[config.mk]
export PLATFORM = sky130hd
export DESIGN_NAME = rx_bist_monitor
export DESIGN_NICKNAME = d
export VERILOG_FILES = /design/src/rtl/rx_bist_pkg.sv /design/src/rtl/rx_bist_patgen.sv /design/src/rtl/rx_bist_cmpfsm.sv /design/src/rtl/rx_bist_summary.sv /design/src/rtl/rx_bist_monitor.sv
export SDC_FILE = /design/constraint.sdc
export NUM_CORES = 1
export LEC_CHECK = 0
export BUFFER_PORTS_ARGS = -buffer_cell sky130_fd_sc_hd__buf_2
export CORE_AREA = 3 3 70 72
export DETAILED_ROUTE_END_ITERATION = 16
export DIE_AREA = 0 0 73 75
export PLACE_DENSITY = 0.67
export SYNTH_ARGS = -nofsm -noshare
export SYNTH_HDL_FRONTEND = slang
export SYNTH_SLANG_ARGS = --single-unit
[constraint.sdc]
create_clock -name clk -period 2.9 [get_ports clk]
set_input_delay 0.58 -clock clk [delete_from_list [all_inputs] [get_ports clk]]
set_output_delay 0.58 -clock clk [all_outputs]
set_load 0.02 [all_outputs]
[src/rtl/rx_bist_pkg.sv]
package rx_bist_pkg;

  typedef enum logic [2:0] {
    ST_DATA_OK  = 3'b000,
    ST_CMD_OK   = 3'b001,
    ST_LAST_OK  = 3'b010,
    ST_MISMATCH = 3'b110,
    ST_NOSYNC   = 3'b111
  } bist_code_e;

  typedef enum logic [1:0] {
    PH_IDLE,
    PH_HUNT,
    PH_CHECK,
    PH_NOLOCK
  } bist_phase_e;

endpackage

[src/rtl/rx_bist_patgen.sv]
module rx_bist_patgen #(
  parameter int          LFSR_W    = 9,
  parameter int          TAP_HI    = 8,
  parameter int          TAP_LO    = 4,
  parameter logic [8:0]  SEED      = 9'h1FF,
  parameter int          CMD_EVERY = 64,
  parameter int          DATA_W    = 8
) (
  input  logic              clk,
  input  logic              rst_n,
  input  logic              advance,
  input  logic              rewind,
  output logic [DATA_W-1:0] exp_data,
  output logic              exp_cmd,
  output logic              exp_last
);
  localparam int POS_W   = LFSR_W;
  localparam int PAT_LEN = (1 << LFSR_W) - 1;
  localparam logic [POS_W-1:0] LAST_POS = POS_W'(PAT_LEN - 1);
  localparam logic [LFSR_W-1:0] SEED_V  = LFSR_W'(SEED);

  logic [LFSR_W-1:0] lfsr_q;
  logic [POS_W-1:0]  pos_q;
  logic [LFSR_W-1:0] lfsr_step;

  assign lfsr_step = {lfsr_q[LFSR_W-2:0], lfsr_q[TAP_HI] ^ lfsr_q[TAP_LO]};

  always_ff @(posedge clk or negedge rst_n) begin
    if (!rst_n) begin
      lfsr_q <= SEED_V;
      pos_q  <= '0;
    end else if (rewind) begin
      lfsr_q <= SEED_V;
      pos_q  <= '0;
    end else if (advance) begin
      if (pos_q == LAST_POS) begin
        lfsr_q <= SEED_V;
        pos_q  <= '0;
      end else begin
        lfsr_q <= lfsr_step;
        pos_q  <= pos_q + 1'b1;
      end
    end
  end

  assign exp_data = lfsr_q[DATA_W-1:0];
  assign exp_last = (pos_q == LAST_POS);

  generate
    if ((CMD_EVERY & (CMD_EVERY - 1)) == 0) begin : g_cmd_mask
      localparam int SH = $clog2(CMD_EVERY);
      assign exp_cmd = (pos_q[SH-1:0] == '0);
    end else begin : g_cmd_mod
      assign exp_cmd = ((pos_q % POS_W'(CMD_EVERY)) == '0);
    end
  endgenerate

endmodule

[src/rtl/rx_bist_cmpfsm.sv]
module rx_bist_cmpfsm
  import rx_bist_pkg::*;
#(
  parameter int DATA_W = 8
) (
  input  logic              clk,
  input  logic              rst_n,
  input  logic              bist_en,
  input  logic              pll_lock,
  input  logic              accept,
  input  logic [DATA_W-1:0] in_data,
  input  logic              in_special,
  input  logic [DATA_W-1:0] exp_data,
  input  logic              exp_cmd,
  input  logic              exp_last,
  output logic              advance,
  output logic              rewind,
  output logic              code_vld_nx,
  output bist_code_e        code_nx,
  output logic              st_valid,
  output logic [2:0]        st_code
);
  bist_phase_e ph_q, ph_nx;
  bist_code_e  code_q;
  logic        vld_q;
  logic        match;

  assign match = (in_data == exp_data) && (in_special == exp_cmd);

  always_comb begin
    ph_nx       = ph_q;
    advance     = 1'b0;
    rewind      = 1'b0;
    code_vld_nx = 1'b0;
    code_nx     = ST_NOSYNC;
    if (!bist_en) begin
      ph_nx  = PH_IDLE;
      rewind = 1'b1;
    end else if (!pll_lock) begin
      ph_nx       = PH_NOLOCK;
      rewind      = 1'b1;
      code_vld_nx = accept;
    end else if (ph_q == PH_CHECK) begin
      if (accept) begin
        code_vld_nx = 1'b1;
        if (match) begin
          advance = 1'b1;
          if (exp_last)     code_nx = ST_LAST_OK;
          else if (exp_cmd) code_nx = ST_CMD_OK;
          else              code_nx = ST_DATA_OK;
        end else begin
          rewind  = 1'b1;
          ph_nx   = PH_HUNT;
          code_nx = ST_MISMATCH;
        end
      end
    end else begin
      ph_nx = PH_HUNT;
      if (accept) begin
        code_vld_nx = 1'b1;
        if (match) begin
          advance = 1'b1;
          ph_nx   = PH_CHECK;
          code_nx = ST_CMD_OK;
        end
      end
    end
  end

  always_ff @(posedge clk or negedge rst_n) begin
    if (!rst_n) begin
      ph_q   <= PH_IDLE;
      vld_q  <= 1'b0;
      code_q <= ST_NOSYNC;
    end else begin
      ph_q  <= ph_nx;
      vld_q <= code_vld_nx;
      if (code_vld_nx) code_q <= code_nx;
    end
  end

  assign st_valid = vld_q;
  assign st_code  = code_q;

endmodule

[src/rtl/rx_bist_summary.sv]
module rx_bist_summary
  import rx_bist_pkg::*;
(
  input  logic       clk,
  input  logic       rst_n,
  input  logic       bist_en,
  input  logic       code_vld_nx,
  input  bist_code_e code_nx,
  output logic       bist_pass,
  output logic       bist_fail
);
  logic pass_q, fail_q;

  always_ff @(posedge clk or negedge rst_n) begin
    if (!rst_n) begin
      pass_q <= 1'b0;
      fail_q <= 1'b0;
    end else if (!bist_en) begin
      pass_q <= 1'b0;
      fail_q <= 1'b0;
    end else if (code_vld_nx) begin
      if (code_nx == ST_LAST_OK)  pass_q <= 1'b1;
      if (code_nx == ST_MISMATCH) fail_q <= 1'b1;
    end
  end

  assign bist_pass = pass_q;
  assign bist_fail = fail_q;

endmodule

[src/rtl/rx_bist_monitor.sv]
module rx_bist_monitor
  import rx_bist_pkg::*;
#(
  parameter int         LFSR_W    = 9,
  parameter int         TAP_HI    = 8,
  parameter int         TAP_LO    = 4,
  parameter logic [8:0] SEED      = 9'h1FF,
  parameter int         CMD_EVERY = 64,
  parameter int         DATA_W    = 8
) (
  input  logic              clk,
  input  logic              rst_n,
  input  logic              bist_en,
  input  logic              pll_lock,
  input  logic              in_valid,
  output logic              in_ready,
  input  logic [DATA_W-1:0] in_data,
  input  logic              in_special,
  output logic              st_valid,
  output logic [2:0]        st_code,
  output logic [DATA_W-1:0] exp_data,
  output logic              exp_special,
  output logic              bist_pass,
  output logic              bist_fail
);
  logic       accept, advance, rewind, exp_last, code_vld_nx;
  bist_code_e code_nx;

  assign in_ready = 1'b1;
  assign accept   = in_valid;

  rx_bist_patgen #(
    .LFSR_W(LFSR_W), .TAP_HI(TAP_HI), .TAP_LO(TAP_LO),
    .SEED(SEED), .CMD_EVERY(CMD_EVERY), .DATA_W(DATA_W)
  ) u_patgen (
    .clk(clk), .rst_n(rst_n), .advance(advance), .rewind(rewind),
    .exp_data(exp_data), .exp_cmd(exp_special), .exp_last(exp_last)
  );

  rx_bist_cmpfsm #(.DATA_W(DATA_W)) u_fsm (
    .clk(clk), .rst_n(rst_n), .bist_en(bist_en), .pll_lock(pll_lock),
    .accept(accept), .in_data(in_data), .in_special(in_special),
    .exp_data(exp_data), .exp_cmd(exp_special), .exp_last(exp_last),
    .advance(advance), .rewind(rewind), .code_vld_nx(code_vld_nx),
    .code_nx(code_nx), .st_valid(st_valid), .st_code(st_code)
  );

  rx_bist_summary u_summary (
    .clk(clk), .rst_n(rst_n), .bist_en(bist_en),
    .code_vld_nx(code_vld_nx), .code_nx(code_nx),
    .bist_pass(bist_pass), .bist_fail(bist_fail)
  );

endmodule

-- Word-level counts from Yosys, hierarchy flattened
Index checks and enable logic that the tools add are counted.
Widths: inputs -> output; s select.
- register bits after elaboration: 26
- latch bits: 0
- RAM bits: 0
- ROM bits: 0
- bits of input ports: 14
- output and inout bits: 16
- logic and storage cells: 66
- memories kept: 0
- add/subtract/negate cells: 1
- multiply operators: 0
- div/mod/pow operators: 0
- order comparisons: 0
- equal/unequal tests: 11
- shifts and indexed selects: 0
- muxes and demuxes: 40
- bitwise logic cells: 1
- reduce and logical (&&, ||, !) cells: 6
- operators with widths (kind ; count):
    $mux 9 ; 6
    $mux 3 ; 8
    $mux 1 ; 19
    $mux 2 ; 7
    $add 9x1->9 const B ; 1
    $eq 9x9->1 const B ; 1
    $eq 8x8->1 ; 1
    $ne 4x4->1 const B ; 2
    $logic_not 6->1 ; 1
    $ne 2x1->1 const B ; 3
    $reduce_and 2->1 ; 3
    $eq 3x2->1 const B ; 1
    $eq 3x3->1 const B ; 1
    $eq 2x2->1 const B ; 1
    $reduce_bool 2->1 ; 1
    $eq 1x1->1 ; 1
    $logic_and 1x1->1 ; 1
    $xor 1x1->1 ; 1

-- Longest topological paths before layout
- depth in word-level cells: 12
- depth in mapped cells: 10
- depth with buffers taken out: 7

-- Modules after synthesis
From an unflattened synthesis, not the netlist that was laid out.
- cells, all modules: 144
- area total of the unflattened synthesis: 1493.9 µm²
- modules (own cells, without submodules) (module ; times used ; cells an instance ; area an instance (µm²) ; sequential area each (µm²)):
    rx_bist_patgen ; 1 ; 92 ; 978.4 ; 461.7
    rx_bist_cmpfsm ; 1 ; 44 ; 415.4 ; 153.9
    rx_bist_summary ; 1 ; 6 ; 88.8 ; 50.0
    rx_bist_monitor ; 1 ; 2 ; 11.3 ; 0.0

-- Least setup slack after synthesis
OpenSTA, ideal clock, no wires.
- path kind: flip-flop to flip-flop
- from: reg u_patgen.pos_q[0]
- to: reg u_patgen.pos_q[3]
- library setup time: 0.132 ns
- arrival: 2.257 ns
- data required time: 2.768 ns
- path slack: 0.511 ns
- stages on the path, launching flop included: 11
- buffers on the path: 3
- clock period less this slack: 2.389 ns
- cells stage by stage: dfrtp_1 inv_1 ha_1 or4b_1 buf_2 o21a_4 or4_1 buf_6 nand2_8 buf_12 a31oi_1
- word-level cells in the longest chain between the ends: 9
- elaborated cells on any way between the ends: 18
- classes of those cells: 1 x add/sub; 2 x eq/ne; 12 x mux; 3 x reduce/logical
- RTL lines (item ; RTL line ; RTL):
    from (decl) ; rx_bist_patgen.sv:23 ; logic [POS_W-1:0] pos_q;
    from (signal assigned) ; rx_bist_patgen.sv:41 ; pos_q <= pos_q + 1'b1;
    $logic_not 6->1 ; rx_bist_patgen.sv:52 ; assign exp_cmd = (pos_q[SH-1:0] == '0);
    $eq 1x1->1 ; rx_bist_cmpfsm.sv:28 ; assign match = (in_data == exp_data) && (in_special == exp_cmd);
    $logic_and 1x1->1 ; rx_bist_cmpfsm.sv:28 ;
    $mux 1 ; rx_bist_cmpfsm.sv:46 ; if (match) begin
    $mux 1 ; rx_bist_cmpfsm.sv:44 ; if (accept) begin
    $mux 1 ; rx_bist_cmpfsm.sv:43 ; end else if (ph_q == PH_CHECK) begin
    $mux 1 ; rx_bist_cmpfsm.sv:39 ; end else if (!pll_lock) begin
    $mux 1 ; rx_bist_cmpfsm.sv:36 ; if (!bist_en) begin
    $mux 9 / $reduce_bool 2->1 (equally long branches) ; n/a ;
Parallel ways exist; a longest one is shown, timed or not. The select of a mux whose other input is x is not followed.
A chain may end at the register's enable or synchronous reset.

-- Final worst setup path
- from: reg u_patgen.pos_q[0]
- to: reg u_patgen.pos_q[6]
Same word-level chain as after synthesis.

==> flow_summary.yaml <==
power:
  max-vdd-ir-drop_uv: 242
  power_mw: 0.674
  leakage_nw: 0.673
  p_per_area_nw_per_um2: 394
final_layout:
  drive_above_1_share_pct: 37.1
  antenna_cells: 0
  nNetsFinal: 188
  syn_to_final_growth_pct: 9.26
floorplan:
  io_pins: 30
  initial_core_util_pct: 36.0
  die-height_um: 75
  dieArea_um2: 5480
  die_width_um: 73
  core_area_um2: 4350
  rows: 24
setup_path:
  cp-startpoint: "u_patgen.pos_q[0]"
  cp-start-kind: "flop"
  critPathTopFamily: "simple AND/OR/NAND/NOR gates"
  critPathKind: "flop to flop"
  path_max_fanout: 8
  crit_path_max_incr_delay_ns: 0.69
  worstPathRequired_ns: 3.09
  crit_chain: "inv_1 -> ha_1 -> or4b_1 -> o21a_4 -> or4_1 -> a21oi_1 -> o2bb2ai_1"
  critPathCaptureType: "flop"
  critical-path-slowest-cell: "or4_1"
  cp.arrival_ns: 2.81
  r2r_start: "u_patgen.pos_q[0]"
  path_buf_inv: 1
logic_synthesis:
  yosys_most_used_dff: "dfrtp_1"
  syn_nets: 168
  yosysTopAreaCellShare_pct: 22.3
  synthArstFlopShare_pct: 100
  synth_seq_area_share_pct: 42.5
  synth_area_leaders: "dfrtp_1 22%, dfstp_2 20%, o22a_2 5.1%"
  synth-edff-count: 0
  postSynthCellCount: 151
  synth_common_cells: "14 x dfrtp_1, 14 x nand3_1, 12 x dfstp_2"
  ys_types: 49
  ys_ff_latch: 26
  yosysWarnings: 0
  synth_area_per_cell_um2: 10.4
  syn_area_um2: 1570
  synth_top_area_cell: "dfrtp_1"
drt:
  drt-pass1-iter-count: 4
  route.detailed.wl_per_inst_um: 14.1
  ant_nets: 0
  drc: 0
  num_vias: 1198
  routed_wl_mm: 3.13
  viasPerCell: 5.40
  drt_iter0_drc: 39
cts:
  cts.sink_count: 26
  ctsLongestPathBuffers: 2
  cts_setup_buffers: 0
  clk-insertion-delay-late_ns: 0.27
  cts_tree: "done"
  clock-root-buffer: "clkbuf_8"
  cts-buffers-inserted: 3
  clk_pin_slew_ns: 0.09
  cts.repair.resized: 0
  ctsHoldBuffers: 0
  htreeDepth: 1
sta:
  whs_ns: 0.293
  fin_tns_setup_ns: 0
  period_minus_slack_ns: 2.62
  max_freq_mhz: 382
  worst_slack_ns: 0.284
  relSlewSlack_pct: 54.2
  fin_crit_sh_pct: 90.2
  tightestPinTransition_ns: 0.684
  slew_violations: 0
  finalHoldViolCount: 0
  rsz0062_at_grt: "no"
  finClkSkew_ns: 0.00144
  finalSetupViolCount: 0
global_route:
  grt_pass1_vias: 1113
  met1_usage_pct: 16.6
  grt-ovfl-total: 0
  use_met3_pct: 3.20
  top_usage_layer: "met2"
  grt_max_degree: 27
  grt_usage_pct: 12.4
  use_met2_pct: 19.7
  antenna_found_initial: 0
  grt_pass1_wl_mm: 5.30
placement:
  pre_cts_slack_ns: 0.318
  portBuffers: 28
  hpwlAfterDp_mm: 2.35
  gp_congestion: 0.799
job:
  cap_violations: 0
status:
  outcome: "finished, final reports clean"
hold_path:
  hp-class: "input pin to asynchronous set/reset pin"
[per-layer routing]
metal  part of all wire, %  up-vias
li1                      -      578
met1                    47      581
met2                    44       33
met3                   6.6        6
met4                   1.6        0
met5                     0        -
[metrics by stage]
stage | area (um2) | std cells | util (%)
3_5_place_dp | 1660 | 218 | 38.1
4_1_cts | 1710 | 222 | 39.3
6_report | 1710 | 222 | 39.3
2_1_floorplan | 1570 | 151 | -
5_1_grt | 1710 | 222 | 39.3
3_3_place_gp | 1660 | 218 | 38.1
[final timing paths]
kind / cells past startpoint / slack, ns / end
hold reg to reg: 2 / 0.47 / u_fsm.st_code[1]
min in group clk: 2 / 0.47 / u_fsm.st_code[1]
setup reg to reg: 7 / 0.28 / u_patgen.pos_q[6]
hold / removal: 1 / 0.29 / u_fsm.ph_q[1]
max in group asynchronous: 1 / 2.23 / u_patgen.lfsr_q[0]
setup / recovery: 7 / 0.28 / u_patgen.pos_q[6]
[registers in the layout (all words and copies together) (netlist names)]
register and cells:
u_patgen.lfsr_q 9, u_fsm.st_valid 1, u_summary.bist_fail 1, u_patgen.pos_q 9, u_fsm.st_code 3, u_summary.bist_pass 1, u_fsm.ph_q 2
[power by group]
part	switching (mW)	internal (mW)	leakage (nW)
clock network	0.112	0.121	0.0288
registers	0.00331	0.372	0.317
logic	0.0406	0.0253	0.326
[area by class of cell]
type,instances,area [um2]
repair buffers,30,155
flip-flops and latches,26,666
fillers,426,2640
inverters,6,22.5
multi-input cells,104,749
well taps,52,65.1
clock buffers,4,55.1
[cell families (layout without fill, tap and decap cells)]
group | Yosys count | count (layout) | share of synthesized area [%]
DFF | 26 | 26 | 42.5
AOI/OAI and AO/OA | 32 | 32 | 16.9
buffers and inverters | 21 | 40 | 9.74
and+or+nand+nor | 57 | 57 | 22.0
adders and majority gates | 3 | 3 | 2.39
muxes | 1 | 1 | 0.638
other | 1 | 1 | 0.239
xor gates and xnor gates | 10 | 10 | 5.59
[cell usage in the layout, fill, tap and decap left out, drive strengths merged, types with 2 or more instances in the layout]
cell type and count:
o211ai 2, o22a 8, o31ai 4, or4 2, a21oi 5, nor4 2
dfstp 12, nand3 14, buf 30, nor3 2, o21ai 3, dfrtp 14
inv 6, nor2b 2, ha 3, nand4 6, or2 2, nor2 8
xnor2 9, nand2 8, o21a 4, clkbuf 4, and3 2
No activity file was read; power rests on OpenSTA's default activity.
